==> src/rtl/esc_enc_pkg.sv <==
package esc_enc_pkg;

  localparam int BYTE_W = 8;

  localparam logic [7:0] CODE_START   = 8'h7A;
  localparam logic [7:0] CODE_END     = 8'h7B;
  localparam logic [7:0] CODE_CHAN    = 8'h7C;
  localparam logic [7:0] CODE_PKT_ESC = 8'h7D;
  localparam logic [7:0] CODE_IDLE    = 8'h4A;
  localparam logic [7:0] CODE_PHY_ESC = 8'h4D;
  localparam logic [7:0] ESC_FLIP     = 8'h20;
  localparam logic [7:0] CHAN_NUM     = 8'h00;

  localparam int PKT_CODE_N = 4;
  localparam int PHY_CODE_N = 2;

  typedef enum logic [2:0] {
    SEL_IDLE,
    SEL_START,
    SEL_CHAN,
    SEL_CHNUM,
    SEL_END,
    SEL_PREFIX,
    SEL_DATA,
    SEL_HOLD
  } outSel_e;

  typedef struct packed {
    outSel_e sel;
    logic    loadHold;
  } encStrobe_t;

endpackage

==> src/rtl/esc_enc_classify.sv <==
module esc_enc_classify
  import esc_enc_pkg::*;
#(
  parameter int W = BYTE_W
) (
  input  logic [W-1:0] byteIn,
  output logic         isPktCode,
  output logic         isPhyCode
);

  localparam logic [7:0] PKT_SET [PKT_CODE_N] = '{CODE_START, CODE_END, CODE_CHAN, CODE_PKT_ESC};
  localparam logic [7:0] PHY_SET [PHY_CODE_N] = '{CODE_IDLE, CODE_PHY_ESC};

  logic [PKT_CODE_N-1:0] pktHit;
  logic [PHY_CODE_N-1:0] phyHit;

  for (genvar g = 0; g < PKT_CODE_N; g++) begin : g_pkt
    assign pktHit[g] = (byteIn == PKT_SET[g]);
  end

  for (genvar g = 0; g < PHY_CODE_N; g++) begin : g_phy
    assign phyHit[g] = (byteIn == PHY_SET[g]);
  end

  assign isPktCode = |pktHit;
  assign isPhyCode = |phyHit;

endmodule

==> src/rtl/esc_enc_datapath.sv <==
module esc_enc_datapath
  import esc_enc_pkg::*;
#(
  parameter int W = BYTE_W
) (
  input  logic         clk,
  input  logic         rst_n,
  input  logic [W-1:0] inData,
  input  logic         inLast,
  input  encStrobe_t   strobe,
  output logic         isSpecial,
  output logic         holdLast,
  output logic [W-1:0] outByte
);

  logic         isPktCode;
  logic         isPhyCode;
  logic [W-1:0] holdByte;
  logic [W-1:0] flipped;
  logic [W-1:0] prefix;

  esc_enc_classify #(.W(W)) u_class (
    .byteIn    (inData),
    .isPktCode (isPktCode),
    .isPhyCode (isPhyCode)
  );

  assign isSpecial = isPktCode | isPhyCode;
  assign flipped   = inData ^ ESC_FLIP;
  assign prefix    = isPktCode ? CODE_PKT_ESC : CODE_PHY_ESC;

  always_ff @(posedge clk) begin
    if (!rst_n) begin
      holdByte <= CODE_IDLE;
      holdLast <= 1'b0;
    end else if (strobe.loadHold) begin
      holdByte <= flipped;
      holdLast <= inLast;
    end
  end

  always_comb begin
    unique case (strobe.sel)
      SEL_START:  outByte = CODE_START;
      SEL_CHAN:   outByte = CODE_CHAN;
      SEL_CHNUM:  outByte = CHAN_NUM;
      SEL_END:    outByte = CODE_END;
      SEL_PREFIX: outByte = prefix;
      SEL_DATA:   outByte = inData;
      SEL_HOLD:   outByte = holdByte;
      default:    outByte = CODE_IDLE;
    endcase
  end

  // a byte routed straight through is never a control value
  assert_data_not_special_R3: assert property (@(posedge clk) disable iff (!rst_n)
    (strobe.sel == SEL_DATA) |-> !(isPktCode || isPhyCode));

  // a pending escape tail is one of the six transformed control values
  assert_hold_code_R4: assert property (@(posedge clk) disable iff (!rst_n)
    (strobe.sel == SEL_HOLD) |->
      (holdByte == 8'h5A || holdByte == 8'h5B || holdByte == 8'h5C ||
       holdByte == 8'h5D || holdByte == 8'h6A || holdByte == 8'h6D));

endmodule

==> src/rtl/esc_enc_ctrl.sv <==
module esc_enc_ctrl
  import esc_enc_pkg::*;
(
  input  logic       clk,
  input  logic       rst_n,
  input  logic       inValid,
  input  logic       inFirst,
  input  logic       inLast,
  input  logic       outReq,
  input  logic       isSpecial,
  input  logic       holdLast,
  output logic       inReady,
  output encStrobe_t strobe
);

  typedef enum logic [2:0] {
    ST_IDLE,
    ST_CHAN,
    ST_CHNUM,
    ST_BODY,
    ST_TAIL
  } encState_e;

  encState_e state, stateNext;
  logic      endSent, endSentNext;

  always_ff @(posedge clk) begin
    if (!rst_n) begin
      state   <= ST_IDLE;
      endSent <= 1'b0;
    end else begin
      state   <= stateNext;
      endSent <= endSentNext;
    end
  end

  always_comb begin
    stateNext       = state;
    endSentNext     = endSent;
    inReady         = 1'b0;
    strobe.sel      = SEL_IDLE;
    strobe.loadHold = 1'b0;
    unique case (state)
      ST_IDLE: begin
        if (inValid && inFirst) begin
          strobe.sel  = SEL_START;
          endSentNext = 1'b0;
          if (outReq) stateNext = ST_CHAN;
        end else begin
          inReady = outReq;
        end
      end
      ST_CHAN: begin
        strobe.sel = SEL_CHAN;
        if (outReq) stateNext = ST_CHNUM;
      end
      ST_CHNUM: begin
        strobe.sel = SEL_CHNUM;
        if (outReq) stateNext = ST_BODY;
      end
      ST_BODY: begin
        if (!inValid) begin
          strobe.sel = SEL_IDLE;
        end else if (inLast && !endSent) begin
          strobe.sel = SEL_END;
          if (outReq) endSentNext = 1'b1;
        end else if (isSpecial) begin
          strobe.sel      = SEL_PREFIX;
          inReady         = outReq;
          strobe.loadHold = outReq;
          if (outReq) stateNext = ST_TAIL;
        end else begin
          strobe.sel = SEL_DATA;
          inReady    = outReq;
          if (outReq && inLast) begin
            stateNext   = ST_IDLE;
            endSentNext = 1'b0;
          end
        end
      end
      ST_TAIL: begin
        strobe.sel = SEL_HOLD;
        if (outReq) begin
          stateNext = holdLast ? ST_IDLE : ST_BODY;
          if (holdLast) endSentNext = 1'b0;
        end
      end
      default: stateNext = ST_IDLE;
    endcase
  end

  assert_ready_needs_req_R7: assert property (@(posedge clk) disable iff (!rst_n)
    inReady |-> outReq);

  assert_tail_blocks_input_R7: assert property (@(posedge clk) disable iff (!rst_n)
    (state == ST_TAIL) |-> !inReady);

  assert_last_after_end_R5: assert property (@(posedge clk) disable iff (!rst_n)
    (state == ST_BODY && inValid && inReady && inLast) |-> endSent);

  assert_freeze_without_req_R8: assert property (@(posedge clk) disable iff (!rst_n)
    !outReq |=> ($stable(state) && $stable(endSent)));

endmodule

==> src/rtl/esc_pkt_encoder.sv <==
module esc_pkt_encoder
  import esc_enc_pkg::*;
#(
  parameter int W = BYTE_W
) (
  input  logic         clk,
  input  logic         rst_n,
  input  logic [W-1:0] inData,
  input  logic         inValid,
  input  logic         inFirst,
  input  logic         inLast,
  output logic         inReady,
  input  logic         outReq,
  output logic [W-1:0] outByte
);

  encStrobe_t strobe;
  logic       isSpecial;
  logic       holdLast;

  esc_enc_ctrl u_ctrl (
    .clk       (clk),
    .rst_n     (rst_n),
    .inValid   (inValid),
    .inFirst   (inFirst),
    .inLast    (inLast),
    .outReq    (outReq),
    .isSpecial (isSpecial),
    .holdLast  (holdLast),
    .inReady   (inReady),
    .strobe    (strobe)
  );

  esc_enc_datapath #(.W(W)) u_dp (
    .clk       (clk),
    .rst_n     (rst_n),
    .inData    (inData),
    .inLast    (inLast),
    .strobe    (strobe),
    .isSpecial (isSpecial),
    .holdLast  (holdLast),
    .outByte   (outByte)
  );

endmodule

==> config.mk <==
export PLATFORM = sky130hd
export DESIGN_NAME = esc_pkt_encoder
export DESIGN_NICKNAME = d
export VERILOG_FILES = /design/src/rtl/esc_enc_pkg.sv /design/src/rtl/esc_enc_classify.sv /design/src/rtl/esc_enc_datapath.sv /design/src/rtl/esc_enc_ctrl.sv /design/src/rtl/esc_pkt_encoder.sv
export SDC_FILE = /design/constraint.sdc
export NUM_CORES = 1
export LEC_CHECK = 0
export ABC_AREA = 1
export CORE_MARGIN = 2
export CORE_UTILIZATION = 50
export CTS_BUF_LIST = sky130_fd_sc_hd__clkbuf_4
export CTS_CLUSTER_DIAMETER = 150
export DETAILED_ROUTE_END_ITERATION = 8
export PLACE_DENSITY = 0.79
export SLEW_MARGIN = 20
export SYNTH_ARGS = -nofsm -noshare
export SYNTH_HDL_FRONTEND = slang
export SYNTH_SLANG_ARGS = --single-unit
==> constraint.sdc <==
create_clock -name clk -period 3.1 [get_ports clk]
set_input_delay 0.465 -clock clk [delete_from_list [all_inputs] [get_ports clk]]
set_output_delay 0.465 -clock clk [all_outputs]
set_load 0.05 [all_outputs]
# ---- Word-level counts from Yosys, hierarchy flattened
# Cells that the tools add are included.
dict set report totals {
  ff_bits 13
  inputBits 14
  out_inout_bits 9
  wordCells 82
}
dict set report classes {
  n_eq_ne 30
  mux 36
  n_bitwise 2
  reduce_logical 10
}
# cell n
set op_table {}
lappend op_table {{8-bit one-hot mux with 7 select lines} 1}
lappend op_table {{8-bit by 7-bit == test with 1-bit output, second input constant} 6}
lappend op_table {{3-bit 2-to-1 mux} 12}
lappend op_table {{3-bit one-hot mux with 5 select lines} 2}
lappend op_table {{1-bit 2-to-1 mux} 16}
lappend op_table {{3-bit == test, second input constant} 5}
lappend op_table {{3-bit by 2-bit == test with 1-bit output, second input constant} 4}
lappend op_table {{2-bit != test, second input constant} 6}
lappend op_table {{9-bit AND reduction} 1}
lappend op_table {{8-bit AND reduction} 1}
lappend op_table {{3-bit by 1-bit == test with 1-bit output, second input constant} 2}
lappend op_table {{6-bit 2-to-1 mux} 1}
lappend op_table {{3-bit by 2-bit != test with 1-bit output, second input constant} 2}
lappend op_table {{3-bit != test, second input constant} 2}
lappend op_table {{2-bit 2-to-1 mux} 2}
lappend op_table {{2-bit by 1-bit != test with 1-bit output, second input constant} 2}
lappend op_table {{4-bit OR reduction} 1}
lappend op_table {{1-bit logical AND} 3}
lappend op_table {{3-bit logical NOT} 1}
lappend op_table {{3-bit by 1-bit != test with 1-bit output, second input constant} 1}
lappend op_table {{1-bit one-hot mux with 3 select lines} 1}
lappend op_table {{3-bit nonzero test} 1}
lappend op_table {{1-bit one-hot mux with 2 select lines} 1}
lappend op_table {{2-bit OR reduction} 1}
lappend op_table {{other kinds (3)} 3}

# ---- Depth between registers and ports, before layout
dict set report depth {
  word_depth 9
  ltp_mapped 10
  mapped_depth_nobuf 10
}

# ---- By module
# Synthesis repeated with hierarchy kept, for this count alone.
dict set report unflattened {
  hier_cells 181
  area_unflattened_um2 994.7
}
# module n_inst cells_per_inst area_per_inst_um2 seq_area_each_um2
set modules_own_cells {}
lappend modules_own_cells {esc_enc_datapath 1 87 510.5 180.2}
lappend modules_own_cells {esc_enc_ctrl 1 72 392.9 80.1}
lappend modules_own_cells {esc_enc_classify 1 22 91.3 0.0}

# ---- Worst setup path after synthesis
# Ideal clock, no wire load.
dict set report synth_timing {
  path_type {flip-flop to output port}
  startpoint {register u_ctrl.state[0]}
  endpoint {output port outByte[7]}
  arrival_ns 1.808
  required_ns 2.635
  slack_ns 0.827
  stages_incl_launch_ff 9
  path_buffers 0
  cell_sequence {dfxtp_1 nand2_2 nor2_4 inv_2 nor3_4 inv_2 nor2_8 inv_2 o21ai_1}
}
dict set report synth_between {
  elab_chain_len 4
  elab_cells_between_ends 14
  cone_classes {11 x eq/ne; 2 x mux; 1 x reduce/logical}
}
# item line_no
set synth_rtl {}
lappend synth_rtl {{from (decl)} esc_enc_ctrl.sv:24} ;# encState_e state, stateNext;
lappend synth_rtl {{from (signal assigned)} esc_enc_ctrl.sv:32} ;# state <= stateNext;
lappend synth_rtl {{3-bit == test (tied with other cells)} esc_enc_ctrl.sv:43} ;# unique case (state)
lappend synth_rtl {{3-bit one-hot mux with 5 select lines (*)} esc_enc_ctrl.sv:43}
lappend synth_rtl {{3-bit == test (tied with other cells)} esc_enc_datapath.sv:43} ;# unique case (strobe.sel)
lappend synth_rtl {{8-bit one-hot mux with 7 select lines (*)} esc_enc_datapath.sv:43}
lappend synth_rtl {{to (decl)} esc_pkt_encoder.sv:14} ;# output logic [W-1:0] outByte
# Every way passes the cells marked *; elsewhere a longest branch is shown, timed or not.

# ---- Final worst setup path
dict set report layout_timing {
  startpoint {input port inData[1]}
  endpoint {output port outByte[5]}
}
dict set report layout_between {
  elab_chain_len 9
  elab_cells_between_ends 22
  cone_classes {13 x eq/ne; 6 x mux; 1 x bitwise; 2 x reduce/logical}
}
# item line_no
set layout_rtl {}
lappend layout_rtl {{from (decl)} esc_pkt_encoder.sv:8} ;# input logic [W-1:0] inData,
lappend layout_rtl {{8-bit by 7-bit == test with 1-bit output, on equally long branches} {esc_enc_classify.sv:18, esc_enc_classify.sv:22}}
lappend layout_rtl {{4-bit OR reduction or 2-bit OR reduction (tied branches)} {esc_enc_classify.sv:25, esc_enc_classify.sv:26}}
lappend layout_rtl {{1-bit bitwise OR} esc_enc_datapath.sv:28} ;# assign isSpecial = isPktCode | isPhyCode;
lappend layout_rtl {{2-bit 2-to-1 mux} esc_enc_ctrl.sv:67} ;# end else if (isSpecial) begin
lappend layout_rtl {{3-bit 2-to-1 mux} esc_enc_ctrl.sv:64} ;# end else if (inLast && !endSent) begin
lappend layout_rtl {{3-bit 2-to-1 mux} esc_enc_ctrl.sv:62} ;# if (!inValid) begin
lappend layout_rtl {{3-bit one-hot mux with 5 select lines} esc_enc_ctrl.sv:43}
lappend layout_rtl {{3-bit == test (tied with other cells)} esc_enc_datapath.sv:43}
lappend layout_rtl {{8-bit one-hot mux with 7 select lines (*)} esc_enc_datapath.sv:43}
# Marks and branches as above.

==> impl_metrics.csv <==
group,metric,value,unit
floorplanning,die_y,49.2,µm
synth,netlist.area_leader.share,25.4,%
run,drv_cap,0,
clocking,tritoncts,"built",
setup_path,crit_slowest_cell,"clkdlybuf4s50_1",
clocking,ctsHoldBuffers,0,
sta,tns,0,ns
pwr,p_leak,0.581,nW
placed_design,dp_slack,0.429,ns
setup_path,crit_arrival,2.26,ns
global_route,grtUsageMet1,28.1,%
layout,fin_util,70.6,%
sta,worst_slack,0.378,ns
synth,yosys.cell_types.count,25,
synth,synth_edf_count,0,
layout,post_layout_nonfiller_instances,215,
routing,avgRoutedWirePerCell,13.5,µm
outcome,status,"completed",
sta,setup_viol,0,
routing,drtIter0Drc,36,
routing,vias_per_cell,5.46,
sta,max-slew-margin-rel,71.2,%
pwr,p_int,348,µW
synth,synthesis.area,1020,µm²
sta,min_period_over_period,87.8,%
clocking,root_buffer,"clkbuf_4",
clocking,clock_latency,0.29,ns
routing,finalWirelength,2890,µm
layout,syn_to_final_growth,33.9,%
pwr,swShare,40.0,%
pwr,irDropWorstVdd,414,µV
synth,ys.flop_type,"dfxtp_1",
clocking,cts_buffers,3,
min_path,hp-class,"flop to flop",
setup_path,crit_end,"outByte[5]",
synth,synth_most_common_cell,"nand2_1",
setup_path,r2r_cells,7,
global_route,grt_pass1_vias,1128,
setup_path,cp_slowest_stage_delay,0.55,ns
layout,final_nets,203,
sta,finalMaxSlewViolations,0,
sta,fin_worst_hold_slack,0.457,ns
routing,antenna_left,0,
floorplanning,die_w,49.2,µm
pwr,pwr-share-clk,20.8,%
setup_path,r2r_end,"u_dp.holdByte[2]",
placed_design,dp_hpwl,2220,µm
setup_path,cp_cell_sequence,"clkdlybuf4s50_1 > inv_2 > nand3_1 > nand2_1 > nand2_1 > nand3_4 > nor2_8 > inv_2 > nand4_1 > nand3_1 > buf_12",
synth,synth_fp_nets,178,
floorplanning,start_util,52.7,%
clocking,cts_buffer_depth,2,
global_route,met2_usage,46.6,%
synth,yosys_warnings,0,
floorplanning,core_area,1940,µm²
clocking,clkSlewWorstSetupHoldPaths,0.07,ns
layout,antennaDiodeCount,0,
global_route,gr-total-overflow,0,
synth,synthTopCellsByCount,"43 x nand2_1, 18 x inv_1, 17 x nor2_1",
sta,fmax,367,MHz
setup_path,worstReg2RegStart,"u_ctrl.state[0]",
setup_path,worstPathRequired,2.63,ns
clocking,post_cts_resized,0,
placed_design,routabilityCongestion,0.913,
setup_path,critPathMaxFanout,7,
setup_path,worst-path-stages,11,
sta,period_needed,2.72,ns
synth,avgSynthCellArea,6.24,µm²
sta,worst_pin_slew,0.428,ns
pwr,total_switching_power,233,µW
global_route,grt-busiest-layer,"met2",
synth,synth-async-reset-ratio,0,%
clocking,htreeDepth,1,
placed_design,dp_cells,211,
setup_path,crit_buf_inv,4,
setup_path,cp-start-kind,"input pin",
global_route,grt_pass1_wl,4820,µm
pwr,p_per_area,424,nW/µm²
layout,layout-drive-gt1-share,18.1,%
sta,rsz0062_at_grt,"no",
setup_path,cp_top_family,"buffers and inverters",
floorplanning,io_pins,23,
setup_path,r2r_slack,1.41,ns
sta,skew,0.0150,ns
clocking,postCtsSetupRepairBufs,0,
synth,yosysSeqAreaShare,25.4,%
placed_design,portBuffers,22,
setup_path,endpoint_kind,"output pin",
synth,synthCells,164,
pwr,p_seq_share,30.0,%
global_route,antenna_found_initial,0,
pwr,power_frac_comb,49.2,%
sta,hold_violations,0,
floorplanning,die-area,2430,µm²
global_route,grt_usage,25.5,%
synth,synth_area_leaders,"dfxtp_1 25%, nand2_1 16%, nand3_1 7.3%, inv_1 6.6%, nor2_1 6.2%",
floorplanning,row_count,16,
routing,vias,1174,
setup_path,path_class,"input pin to output pin",
global_route,grt_max_degree,15,
synth,ys_ff_latch,13,
layout,nFillCells,169,
routing,drc,0,
clocking,cts_sinks,13,
setup_path,crit_start,"inData[1]",
synth,synth_largest_area_cell,"dfxtp_1",
routing,drt_first_pass_iters,4,
global_route,grt_use_met3,3.99,%
==> layout make-up <==
class / instances / area, µm² / share of cell area, %
multi-input combinational: 121 / 643 / 46.9
timing repair buffer: 22 / 298 / 21.7
sequential: 13 / 260 / 19.0
inverter: 28 / 105 / 7.67
tap: 27 / 33.8 / 2.47
clock buffer: 4 / 30.0 / 2.19
==> kinds of logic after synthesis <==
family                 Yosys count  synth area share (%)
and+or+nand+nor                 97                  49.0
buffers and inverters           30                  11.7
AOI/OAI and AO/OA               24                  13.8
DFF                             13                  25.4
==> registers in the layout (all words and copies together) (netlist names) <==
| register | cells |
|---|---|
| u_ctrl.state | 3 |
| u_dp.holdByte | 8 |
| u_dp.holdLast | 1 |
| u_ctrl.endSent | 1 |
==> worst min path at each step <==
stage	end	slack, ns	cells after the start	startpoint
detailed placement	u_dp.holdByte[3]	0.44	1	u_dp.holdByte[3]
finish	u_dp.holdByte[6]	0.46	1	u_dp.holdByte[6]
floorplan	u_dp.holdByte[3]	0.42	1	u_dp.holdByte[3]
global placement	u_dp.holdByte[3]	0.43	1	u_dp.holdByte[3]
CTS	u_dp.holdByte[6]	0.46	1	u_dp.holdByte[6]
global route	u_dp.holdByte[6]	0.49	1	u_dp.holdByte[6]
==> metrics by stage <==
step / total power [mW] / area (µm²)
global route: 0.603 / 1370
global placement: 0.457 / 1340
floorplan: 0.337 / 1020
detailed placement: 0.461 / 1340
CTS: 0.581 / 1370
finish: 0.581 / 1370
==> power by group through the flow <==
| stage | logic, mW | clock network (mW) | registers, mW |
|---|---|---|---|
| after detailed placement | 0.283 | 0 | 0.178 |
| final | 0.286 | 0.121 | 0.174 |
| after CTS | 0.285 | 0.121 | 0.174 |
| after floorplan | 0.160 | 0 | 0.177 |
| after global placement | 0.279 | 0 | 0.178 |
| after global routing | 0.303 | 0.125 | 0.175 |
==> routing by layer <==
layer | part of all wire [%] | up-vias
met5 | 0 | -
li1 | - | 588
met3 | 4.7 | 11
met2 | 51 | 46
met4 | 3.0 | 0
met1 | 41 | 529
==> placed cells by master, fill, tap and decap left out <==
cell              n
nand2_1          43
inv_1            18
nor2_1           17
nand3_1          15
clkdlybuf4s50_1  13
dfxtp_1          13
inv_2            10
a21oi_1          10
buf_12            8
o21ai_1           7
nand4_1           7
nand3b_1          4
clkbuf_4          4
nor2_4            2
nor3_2            2
o21ai_0           2
nand3_2           2
o21a_1            2
nand2_2           1
nor3_4            1
nand3_4           1
nor2_8            1
nor3_1            1
o2111ai_1         1
o221ai_2          1
a21o_1            1
buf_4             1
==> worst register-to-register path: cells and delay by family (launching register included) <==
kind,cells,cell delay [ns]
DFF,1,0.41
AOI/OAI and AO/OA,2,0.36
buffers and inverters,1,0.10
and+or+nand+nor,4,0.72
Note: power is estimated with default switching activity, not from simulation.
